[config.mk]
export PLATFORM = sky130hd
export DESIGN_NAME = stk_irq_ctrl
export DESIGN_NICKNAME = d
export VERILOG_FILES = /design/src/rtl/stk_irq_pkg.sv /design/src/rtl/stk_irq_group.sv /design/src/rtl/stk_irq_pin.sv /design/src/rtl/stk_irq_ctrl.sv
export SDC_FILE = /design/constraint.sdc
export NUM_CORES = 1
export LEC_CHECK = 0
export CORE_MARGIN = 2
export CORE_UTILIZATION = 60
export DETAILED_ROUTE_END_ITERATION = 10
export DONT_BUFFER_PORTS = 1
export PLACE_DENSITY = 0.76
export SETUP_SLACK_MARGIN = 0.4
export SLEW_MARGIN = 5
export SYNTH_ARGS = -nofsm -noshare
export SYNTH_HDL_FRONTEND = slang
export SYNTH_SLANG_ARGS = --single-unit
[constraint.sdc]
create_clock -name clk -period 4.12 [get_ports clk]
set_clock_uncertainty 0.1 [all_clocks]
set_input_delay 0.824 -clock clk [delete_from_list [all_inputs] [get_ports clk]]
set_output_delay 0.824 -clock clk [all_outputs]
set_load 0.005 [all_outputs]
[src/rtl/stk_irq_pkg.sv]
package stk_irq_pkg;

    localparam int unsigned DEF_SCSI_W  = 16;
    localparam int unsigned DEF_DMA_W   = 8;
    localparam int unsigned DEF_GAP_CYC = 3;

    // Per-level occupancy flags carried alongside each status level
    typedef struct packed {
        logic pend;   // level holds a summary-raising condition
        logic pin;    // level holds an enabled condition (may drive the pin)
        logic fatal;  // level holds a fatal condition
    } lvl_flags_t;

    localparam lvl_flags_t FLAGS_NONE = '{pend: 1'b0, pin: 1'b0, fatal: 1'b0};

    typedef enum logic [1:0] {
        PIN_IDLE   = 2'd0,
        PIN_ACTIVE = 2'd1,
        PIN_GAP    = 2'd2
    } pin_state_e;

    function automatic lvl_flags_t flags_merge(lvl_flags_t a, lvl_flags_t b);
        lvl_flags_t r;
        r.pend  = a.pend  | b.pend;
        r.pin   = a.pin   | b.pin;
        r.fatal = a.fatal | b.fatal;
        return r;
    endfunction

endpackage

[src/rtl/stk_irq_group.sv]
module stk_irq_group
    import stk_irq_pkg::*;
#(
    parameter int unsigned W = 8
) (
    input  logic         clk,
    input  logic         rst,
    input  logic [W-1:0] evt,
    input  logic [W-1:0] en,
    input  logic [W-1:0] fatal,
    input  logic         clr,
    output logic [W-1:0] stat,
    output logic         sum,
    output logic         pin_req,
    output logic         fatal_any
);

    logic [W-1:0] l1_q, l1_n;
    logic [W-1:0] l2_q, l2_n;
    lvl_flags_t   f1_q, f1_n;
    lvl_flags_t   f2_q, f2_n;

    logic [W-1:0] raise_v;
    logic [W-1:0] quiet_v;
    lvl_flags_t   new_f;

    // Classify incoming pulses
    always_comb begin
        raise_v     = evt & (en | fatal);
        quiet_v     = evt & ~en & ~fatal;
        new_f.pend  = |raise_v;
        new_f.pin   = |(evt & en);
        new_f.fatal = |(evt & fatal);
    end

    // Next-state: clear/promote first, then place new events in the free level
    always_comb begin
        l1_n = l1_q;
        l2_n = l2_q;
        f1_n = f1_q;
        f2_n = f2_q;
        if (clr) begin
            l1_n = l2_q;
            f1_n = f2_q;
            l2_n = '0;
            f2_n = FLAGS_NONE;
        end
        if (f1_n.pend) begin
            l2_n = l2_n | raise_v;
            f2_n = flags_merge(f2_n, new_f);
        end else begin
            l1_n = l1_n | raise_v;
            f1_n = flags_merge(f1_n, new_f);
        end
        l1_n = l1_n | quiet_v;
    end

    always_ff @(posedge clk) begin
        if (rst) begin
            l1_q <= '0;
            l2_q <= '0;
            f1_q <= FLAGS_NONE;
            f2_q <= FLAGS_NONE;
        end else begin
            l1_q <= l1_n;
            l2_q <= l2_n;
            f1_q <= f1_n;
            f2_q <= f2_n;
        end
    end

    assign stat      = l1_q;
    assign sum       = f1_q.pend;
    assign pin_req   = f1_q.pin;
    assign fatal_any = f1_q.fatal | f2_q.fatal;

    // hidden level is only occupied while the visible level is pending
    p_stack_behind_r5: assert property (@(posedge clk) disable iff (rst)
        !f1_q.pend |-> (l2_q == '0))
        else $error("hidden level occupied with no pending summary");

    // a set summary always has a visible status bit behind it
    p_sum_has_stat_r2: assert property (@(posedge clk) disable iff (rst)
        f1_q.pend |-> (l1_q != '0))
        else $error("summary set with empty status");

    // visible bits are not lost while pending and not cleared
    p_hold_visible_r5: assert property (@(posedge clk) disable iff (rst)
        (f1_q.pend && !clr) |=> (($past(l1_q) & ~l1_q) == '0))
        else $error("visible status lost a bit while pending");

    // a clear with no new events promotes the hidden level exactly
    p_promote_r7: assert property (@(posedge clk) disable iff (rst)
        (clr && evt == '0) |=> ((l1_q == $past(l2_q)) && (l2_q == '0)))
        else $error("promotion mismatch");

    // only disabled nonfatal pulses cannot raise the summary
    p_quiet_no_sum_r4: assert property (@(posedge clk) disable iff (rst)
        (!f1_q.pend && !clr && ((evt & (en | fatal)) == '0)) |=> !f1_q.pend)
        else $error("summary raised without an enabled or fatal event");

endmodule

[src/rtl/stk_irq_pin.sv]
module stk_irq_pin
    import stk_irq_pkg::*;
#(
    parameter int unsigned GAP_CYC = 3
) (
    input  logic clk,
    input  logic rst,
    input  logic want,
    input  logic clr_any,
    input  logic pin_dis,
    output logic irq_n
);

    localparam int unsigned CW = (GAP_CYC < 2) ? 1 : $clog2(GAP_CYC);
    localparam logic [CW-1:0] GAP_LOAD = CW'(GAP_CYC - 1);

    pin_state_e    st_q, st_n;
    logic [CW-1:0] cnt_q, cnt_n;

    always_comb begin
        st_n  = st_q;
        cnt_n = cnt_q;
        if (clr_any) begin
            st_n  = PIN_GAP;
            cnt_n = GAP_LOAD;
        end else begin
            unique case (st_q)
                PIN_IDLE: begin
                    if (want && !pin_dis) st_n = PIN_ACTIVE;
                end
                PIN_ACTIVE: begin
                    if (!want) st_n = PIN_IDLE;
                end
                PIN_GAP: begin
                    if (cnt_q != '0) cnt_n = cnt_q - 1'b1;
                    else if (want && !pin_dis) st_n = PIN_ACTIVE;
                    else st_n = PIN_IDLE;
                end
                default: st_n = PIN_IDLE;
            endcase
        end
    end

    always_ff @(posedge clk) begin
        if (rst) begin
            st_q  <= PIN_IDLE;
            cnt_q <= '0;
        end else begin
            st_q  <= st_n;
            cnt_q <= cnt_n;
        end
    end

    assign irq_n = (st_q != PIN_ACTIVE);

    // the clock after a clear strobe always sees the pin released
    p_gap_after_clear_r8: assert property (@(posedge clk) disable iff (rst)
        clr_any |=> irq_n)
        else $error("pin active right after clear");

    // a disabled pin cannot fall
    p_dis_blocks_r9: assert property (@(posedge clk) disable iff (rst)
        (irq_n && pin_dis) |=> irq_n)
        else $error("pin asserted while disabled");

    // an active pin holds until serviced
    p_active_holds_r9: assert property (@(posedge clk) disable iff (rst)
        (!irq_n && !clr_any && want) |=> !irq_n)
        else $error("active pin dropped without service");

endmodule

[src/rtl/stk_irq_ctrl.sv]
module stk_irq_ctrl
    import stk_irq_pkg::*;
#(
    parameter int unsigned SCSI_W  = DEF_SCSI_W,
    parameter int unsigned DMA_W   = DEF_DMA_W,
    parameter int unsigned GAP_CYC = DEF_GAP_CYC
) (
    input  logic              clk,
    input  logic              rst,
    input  logic [SCSI_W-1:0] scsi_evt,
    input  logic [SCSI_W-1:0] scsi_en,
    input  logic [SCSI_W-1:0] scsi_fatal,
    input  logic              scsi_clr,
    input  logic [DMA_W-1:0]  dma_evt,
    input  logic [DMA_W-1:0]  dma_en,
    input  logic [DMA_W-1:0]  dma_fatal,
    input  logic              dma_clr,
    input  logic              pin_dis,
    output logic [SCSI_W-1:0] scsi_stat,
    output logic [DMA_W-1:0]  dma_stat,
    output logic              scsi_sum,
    output logic              dma_sum,
    output logic              irq_n,
    output logic              halt
);

    logic scsi_pin, dma_pin;
    logic scsi_ftl, dma_ftl;

    stk_irq_group #(.W(SCSI_W)) u_scsi (
        .clk       (clk),
        .rst       (rst),
        .evt       (scsi_evt),
        .en        (scsi_en),
        .fatal     (scsi_fatal),
        .clr       (scsi_clr),
        .stat      (scsi_stat),
        .sum       (scsi_sum),
        .pin_req   (scsi_pin),
        .fatal_any (scsi_ftl)
    );

    stk_irq_group #(.W(DMA_W)) u_dma (
        .clk       (clk),
        .rst       (rst),
        .evt       (dma_evt),
        .en        (dma_en),
        .fatal     (dma_fatal),
        .clr       (dma_clr),
        .stat      (dma_stat),
        .sum       (dma_sum),
        .pin_req   (dma_pin),
        .fatal_any (dma_ftl)
    );

    stk_irq_pin #(.GAP_CYC(GAP_CYC)) u_pin (
        .clk     (clk),
        .rst     (rst),
        .want    (scsi_pin | dma_pin),
        .clr_any (scsi_clr | dma_clr),
        .pin_dis (pin_dis),
        .irq_n   (irq_n)
    );

    assign halt = scsi_ftl | dma_ftl;

    // a halt always has a pending summary in some group
    p_halt_has_sum_r12: assert property (@(posedge clk) disable iff (rst)
        halt |-> (scsi_sum | dma_sum))
        else $error("halt with no pending summary");

    // the pin only falls when a summary is pending
    p_pin_needs_sum_r3: assert property (@(posedge clk) disable iff (rst)
        !irq_n |-> (scsi_sum | dma_sum))
        else $error("pin active with nothing pending");

endmodule

# Word level (Yosys, flattened, before mapping)

Index checks and enable logic that the tools add are counted.

Word-level logic and storage cells: 111
Output and inout port bits: 28
Register bits after elaboration: 64
Input port bits: 77

Add/subtract/negate cells: 1
Multiplexer cells: 25
Bitwise operators: 39
Reduce and logical (&&, ||, !) cells: 17
Equal/unequal tests: 9

Operator list:

| kind                                                  | number |
|---|---|
| bitwise AND 16 bit                                    | 5 |
| two-way mux 16 bit                                    | 4 |
| bitwise OR 16 bit                                     | 4 |
| OR reduction 16 bit                                   | 3 |
| bitwise AND 8 bit                                     | 5 |
| two-way mux 8 bit                                     | 4 |
| NOT 16 bit                                            | 2 |
| bitwise OR 8 bit                                      | 4 |
| two-way mux 3 bit                                     | 8 |
| OR reduction 8 bit                                    | 3 |
| bitwise OR 1 bit                                      | 17 |
| NOT 8 bit                                             | 2 |
| two-way mux 2 bit                                     | 7 |
| one-hot mux 2 bit (3 select lines)                    | 1 |
| AND reduction 3 bit                                   | 2 |
| nonzero test 2 bit                                    | 3 |
| inequality test 2 x 1 -> 1 bit, second input constant | 2 |
| inequality test 2 bit, second input constant          | 2 |
| AND reduction 2 bit                                   | 2 |
| inequality test 3 x 1 -> 1 bit, second input constant | 1 |
| inequality test 3 x 2 -> 1 bit, second input constant | 1 |
| inequality test 3 bit, second input constant          | 1 |
| equality test 2 x 1 -> 1 bit, second input constant   | 1 |
| equality test 2 bit, second input constant            | 1 |
| other kinds (6)                                       | 6 |

# Longest topological paths before layout

Gate-level depths: netlist of the first run.

Depth after elaboration: 6
Mapped depth: 6
Gate-level depth less buffers: 5

# Cells and area by module

Synthesis of the first run repeated with hierarchy kept, for this count alone.

Cell total of the unflattened synthesis: 361
Area, all modules: 3114.2 um2

Modules (own cells, without submodules):

| module                 | instances | area an instance (um2) | cells an instance |
|---|---|---|---|
| stk_irq_group (u_scsi) | 1         | 1829.3                 | 216 |
| stk_irq_group (u_dma)  | 1         | 1079.8                 | 124 |
| stk_irq_pin            | 1         | 186.4                  | 18 |
| stk_irq_ctrl           | 1         | 18.8                   | 3 |

# Least setup slack after synthesis of the first run

No wires, ideal clock.

Path kind: input to register
From: input scsi_evt[13]
To: register u_scsi.f2_q[2] in the netlist's numbering
Slack: 2.106 ns
Stages: 5
Arrival time: 1.786 ns
Cell sequence: a22o_1 a221oi_2 nand4_1 a2111oi_2 nor3_1

Cells in the longest elaborated chain, start to end: 4

Ends and longest elaborated chain:

| element              | line                | text |
|---|---|---|
| from (decl)          | stk_irq_ctrl.sv:10  | `input logic [SCSI_W-1:0] scsi_evt,` |
| bitwise AND 16 bit   | stk_irq_group.sv:29 | `raise_v = evt & (en \| fatal);` |
| OR reduction 16 bit  | stk_irq_group.sv:31 | `new_f.pend = \|raise_v;` |
| bitwise OR 1 bit     | stk_irq_pkg.sv:24   | `r.pend = a.pend \| b.pend;` |
| two-way mux 3 bit    | stk_irq_group.sv:48 | `if (f1_n.pend) begin` |
| to (signal assigned) | stk_irq_group.sv:68 | `f2_q <= f2_n;` |
| to (decl)            | stk_irq_group.sv:21 | `lvl_flags_t f2_q, f2_n;` |

Every way passes these cells.
A chain may end at the register's enable or synchronous reset.

# Final worst setup path of the first run

From: register u_dma.f2_q[0] in the netlist's numbering
To: output halt

Cells in the longest elaborated chain, start to end: 2

Ends and longest elaborated chain:

| element                | line                | text |
|---|---|---|
| from (decl)            | stk_irq_group.sv:21 |  |
| from (signal assigned) | stk_irq_group.sv:68 |  |
| bitwise OR 1 bit       | stk_irq_group.sv:75 | `assign fatal_any = f1_q.fatal \| f2_q.fatal;` |
| bitwise OR 1 bit       | stk_irq_ctrl.sv:65  | `assign halt = scsi_ftl \| dma_ftl;` |
| to (decl)              | stk_irq_ctrl.sv:24  | `output logic halt` |

Every way passes these cells.

==> results of run 1 <==
==> synth_stat cells (2+ instances only) <==
| cell | number | area [sq um] |
|---|---|---|
| a22o_1 | 4 | 35.0 |
| nor2_1 | 68 | 255 |
| nor3_1 | 4 | 20.0 |
| inv_1 | 3 | 11.3 |
| dfxtp_1 | 64 | 1280 |
| buf_2 | 8 | 40.0 |
| mux2_2 | 2 | 22.5 |
| clkbuf_1 | 12 | 45.0 |
| mux2i_1 | 29 | 290 |
| a21oi_1 | 53 | 265 |
| nand2_1 | 21 | 78.8 |
| and3_1 | 2 | 12.5 |
| a22oi_1 | 25 | 188 |
| nand2b_1 | 2 | 12.5 |
| a221o_1 | 2 | 20.0 |
| nand4_1 | 2 | 12.5 |
| nand3_1 | 2 | 10.0 |
| o21ai_0 | 32 | 160 |
| nor2b_1 | 11 | 68.8 |
==> where the power goes <==
group	total, W	switching [W]	internal (W)
registers	0.000692	0.0000293	0.000662
logic	0.000137	0.0000675	0.0000691
clock network	0.000586	0.000229	0.000357
total	0.00141	0.000326	0.00109
==> kinds of logic (layout without fill, tap and decap cells) <==
family | Yosys count | in the layout | share of synthesized area, %
muxes | 32 | 32 | 11.4
and+or+nand+nor | 115 | 115 | 16.7
AOI/OAI and AO/OA | 124 | 124 | 25.2
DFF | 64 | 64 | 43.5
buffers and inverters | 23 | 20 | 3.27
==> per-layer routing <==
layer | up-vias | routed length [microns] | GRT usage [%]
met5 | - | 0 | 0
met4 | 0 | 126 | 11.5
met3 | 15 | 508 | 8.67
met2 | 80 | 3070 | 35.2
met1 | 1174 | 2990 | 33.1
li1 | 1263 | - | -
==> final cells by class <==
type | instances | area share [%]
multi-input combinational | 271 | 49.5
clock inverter | 3 | 2.05
clock buffer | 13 | 4.70
sequential | 64 | 40.5
timing repair buffer | 1 | 0.237
tap | 67 | 2.65
inverter | 3 | 0.356
==> worst min-delay path by stage <==
| stage | slack [ps] | cells after the start | end | startpoint |
|---|---|---|---|---|
| floorplan | 320 | 1 | u_pin.st_q[0]$_SDFFE_PP0P_ | u_pin.st_q[1]$_SDFFE_PP0P_ |
| global placement | 330 | 1 | u_pin.st_q[0]$_SDFFE_PP0P_ | u_pin.st_q[1]$_SDFFE_PP0P_ |
| detailed placement | 340 | 1 | u_pin.st_q[0]$_SDFFE_PP0P_ | u_pin.st_q[1]$_SDFFE_PP0P_ |
| CTS | 350 | 1 | u_pin.st_q[0]$_SDFFE_PP0P_ | u_pin.st_q[1]$_SDFFE_PP0P_ |
| global route | 350 | 1 | u_pin.st_q[0]$_SDFFE_PP0P_ | u_pin.st_q[1]$_SDFFE_PP0P_ |
| finish | 350 | 1 | u_pin.st_q[0]$_SDFFE_PP0P_ | u_pin.st_q[1]$_SDFFE_PP0P_ |
==> flip-flops by register name (all words and copies together), names as in the netlist, 2 cells and up <==
register and flops:
u_scsi.stat 16, u_dma.stat 8, u_dma.l2_q 8, u_pin.cnt_q 2, u_scsi.f2_q 3, u_pin.st_q 2, u_scsi.l2_q 16, u_dma.f2_q 3
==> through the flow <==
stage | worst slack (ps) | utilization (%) | area [sq um] | cells | total power, W
finish | 1990 | 67.0 | 3170 | 422 | 0.00141
global route | 1950 | 67.0 | 3170 | 422 | 0.00147
CTS | 1970 | 67.0 | 3170 | 422 | 0.00142
detailed placement | 1940 | 62.5 | 2950 | 406 | 0.000842
global placement | 1980 | 62.5 | 2950 | 406 | 0.000837
floorplan | 2110 | - | 2950 | 358 | 0.000831
==> results.cfg, run 1 <==
[setup_path]
rr_endpoint = u_scsi.stat[14]$_SDFF_PP0_
crit_end = halt
crit_path_start_kind = register
worstPathRequired_ps = 3200
max_stage_delay_ps = 560
r2r_cells = 3
critPathBufInv = 0
cpLargestDelayFamily = simple AND/OR/NAND/NOR gates
cp-startpoint = u_dma.f2_q[0]$_SDFF_PP0_
r2r-start = u_scsi.sum$_SDFF_PP0_
worstPathArrival_ps = 1210
end_kind = primary output
cp_max_fo = 3
critical-path-slowest-cell = or4_1
regToRegSetupSlack_ps = 2390
path_cells = or4_1
crit_type = register to primary output
critical_path_depth = 1

[cts]
clkTransAtPathRegs_ps = 60
cts_sinks = 64
cts_buffer_depth = 2
cts_buffers = 9
cts_tree = done
cts_resized = 0
clk_latency_ps = 330
cts-root-buf = clkbuf_8
cts_max_level = 3
postCtsHoldBufs = 0
cts_setup_buffers = 0

[grt]
first_global_vias = 2367
grt_pass1_wl_microns = 10500
antenna_found_initial = 0
grt_use_total_pct = 24.6
gr-total-overflow = 0
grt_max_degree = 64

[detailed_routing]
dr_total_vias = 2532
wl_microns = 6690
initialDrtViolationCount = 132
wl_per_cell_microns = 15.9
drtPass1Iterations = 4
postRouteAntennaNets = 0
drc = 0
vias_per_cell = 6.00

[finish]
fillers = 399
drive_gt1_share_pct = 5.35
diodes = 0
final_cell_mix = 68 x nor2_1, 64 x dfxtp_1, 53 x a21oi_1
seq_area_sq_um = 1280
areaGrowthSynthToFinish_pct = 7.47
mostFrequentLayoutCell = nor2_1
multi_input_area_sq_um = 1570
final_nets = 427

[placed_design]
hpwlAfterDp_microns = 4650
io_buffers = 0
place.gp.congestion = 0.845

[timing]
slew_headroom_pct = 41.3
whs_ps = 346
setup_viol = 0
min_period_ps = 2130
tightest_slew_ps = 862
fin_crit_sh_pct = 51.7
fmax_ghz = 0.469
report.final.hold_viol_count = 0
fin_setup_tns_ps = 0
maxSlewViolCount = 0
rsz0062_at_grt = no

[yosys]
synth-warning-count = 0
async_reset_ff_share_pct = 0
synth.distinct_cells = 31
seq_area_frac_synth_pct = 43.5
synth.net_count = 435
synth_area_per_cell_sq_um = 8.23
yosys_register_bits = 64
synth_edf_count = 0
syn_area_sq_um = 2950
syn-instance-count = 358
ys.flop_type = dfxtp_1

[die]
die_y_microns = 74.1
core_sq_um = 4720
die_area_sq_um = 5490
top_level_ports = 105
num_rows = 25
die_x_microns = 74.1
start_util_pct = 62.4

[worst_hold_path]
hp-class = register to register

[run]
max_cap_viol_count = 0

[power]
peakVddDrop_mv = 0.374
leakagePower_nw = 1.25
powerDensity_nw_per_um2 = 447

[run_status]
status = complete, no violations
(Power assumes the default switching activity.)
==> run 2: changes to the inputs <==
clock period = 2.1 ns   (was 4.12 ns; I/O delays follow)
==> run 2 against run 1 <==
Effect of this change:
- hold slack lost 300 ps
- sequential share of layout area decreased by 0.29 points
- worst setup slack lost 1600 ps
==> results.cfg, run 2 (synthesis gave the netlist of run 1 again) <==
[run_status]
status = complete, no violations

[power]
leakagePower_nw = 1.26
powerDensity_nw_per_um2 = 876
peakVddDrop_mv = 0.384

[cts]
postCtsHoldBufs = 0
clk_latency_ps = 340
cts_max_level = 3
cts_sinks = 64
cts_buffer_depth = 2
cts-root-buf = clkbuf_8
cts_buffers = 9
cts_tree = done
clkTransAtPathRegs_ps = 70
cts_setup_buffers = 0

[timing]
slew_headroom_pct = 69.9
fmax_ghz = 0.586
whs_ps = 49.5
fin_setup_tns_ps = 0
report.final.hold_viol_count = 0
tightest_slew_ps = 438
fin_crit_sh_pct = 81.3
maxSlewViolCount = 0
setup_viol = 0
min_period_ps = 1710
rsz0062_at_grt = yes

[finish]
drive_gt1_share_pct = 7.28
fillers = 415
diodes = 0
final_cell_mix = 68 x nor2_1, 63 x dfxtp_1, 53 x a21oi_1
mostFrequentLayoutCell = nor2_1
final_nets = 429
design_area_sq_um = 3190
final_util_pct = 67.6
areaGrowthSynthToFinish_pct = 8.37

[die]
num_rows = 25
top_level_ports = 105
die_x_microns = 74.1
core_sq_um = 4720
die_y_microns = 74.1
start_util_pct = 62.4
die_area_sq_um = 5490

[placed_design]
dpl-instance-area_sq_um = 2970
io_buffers = 0
place.gp.congestion = 0.782
hpwlAfterDp_microns = 4630

[setup_path]
cpLargestDelayFamily = simple AND/OR/NAND/NOR gates
cp_max_fo = 2
crit_type = register to primary output
worstPathRequired_ps = 1580
max_stage_delay_ps = 540
end_kind = primary output
cp-startpoint = u_scsi.f1_q[0]$_SDFF_PP0_
path_cells = or4_4
worstPathArrival_ps = 1190
critical-path-slowest-cell = or4_4
crit_path_start_kind = register
r2r-start = u_dma.f2_q[2]$_SDFF_PP0_
critPathBufInv = 0

[detailed_routing]
postRouteAntennaNets = 0
wl_per_cell_microns = 15.9
drtPass1Iterations = 5
dr_total_vias = 2533
drc = 0
wl_microns = 6730
vias_per_cell = 5.97
initialDrtViolationCount = 126

[grt]
gr-total-overflow = 0
first_global_vias = 2305
grt_max_degree = 64
grt_use_total_pct = 24.8
antenna_found_initial = 0
grt_pass1_wl_microns = 10400

[worst_hold_path]
hp-class = primary input to register
min_from = rst

[run]
max_cap_viol_count = 0
[run 2: layout make-up]
class | instances | area, sq um | share of cell area (%)
clock inverter | 6 | 82.6 | 2.59
timing repair buffer | 3 | 22.5 | 0.705
inverter | 3 | 11.3 | 0.353
multi-input combinational | 271 | 1570 | 49.3
tap | 67 | 83.8 | 2.63
sequential | 64 | 1280 | 40.2
clock buffer | 10 | 138 | 4.31
[run 2: report_power, final]
part	switching (W)	total, W	internal, W
sequential	0.0000583	0.00136	0.00130
combinational	0.000135	0.000275	0.000140
clock	0.000470	0.00116	0.000694
total	0.000663	0.00280	0.00213
[run 2: per-layer routing]
metal | vias to the layer above | global-route usage [%] | part of all wire [%]
met2 | 96 | 36.7 | 45
li1 | 1268 | - | -
met5 | - | 0 | 0
met3 | 15 | 8.27 | 8.4
met1 | 1154 | 32.2 | 44
met4 | 0 | 13.3 | 2.1
[run 2: through the flow]
stage,setup WS (ps),power (W),cells
global route,358,0.00290,424
global placement,383,0.00165,408
finish,393,0.00280,424
floorplan,490,0.00163,358
CTS,384,0.00281,424
detailed placement,351,0.00165,408
[run 2: what timing repair did]
action | in CTS | in global routing
pin swaps | 1 | 0
endpoints found under the setup margin | 1 | 1
gates cloned | 0 | 0
gates resized for setup | 2 | 0
[run 2: final timing paths]
check	endpoint	slack (ps)	cells after the start
setup / recovery	halt	390	1
hold / removal	u_dma.stat[1]$_SDFF_PP0_	50	1
hold reg to reg	u_pin.st_q[0]$_SDFFE_PP0P_	350	1
setup reg to reg	u_dma.l2_q[7]$_SDFF_PP0_	640	5
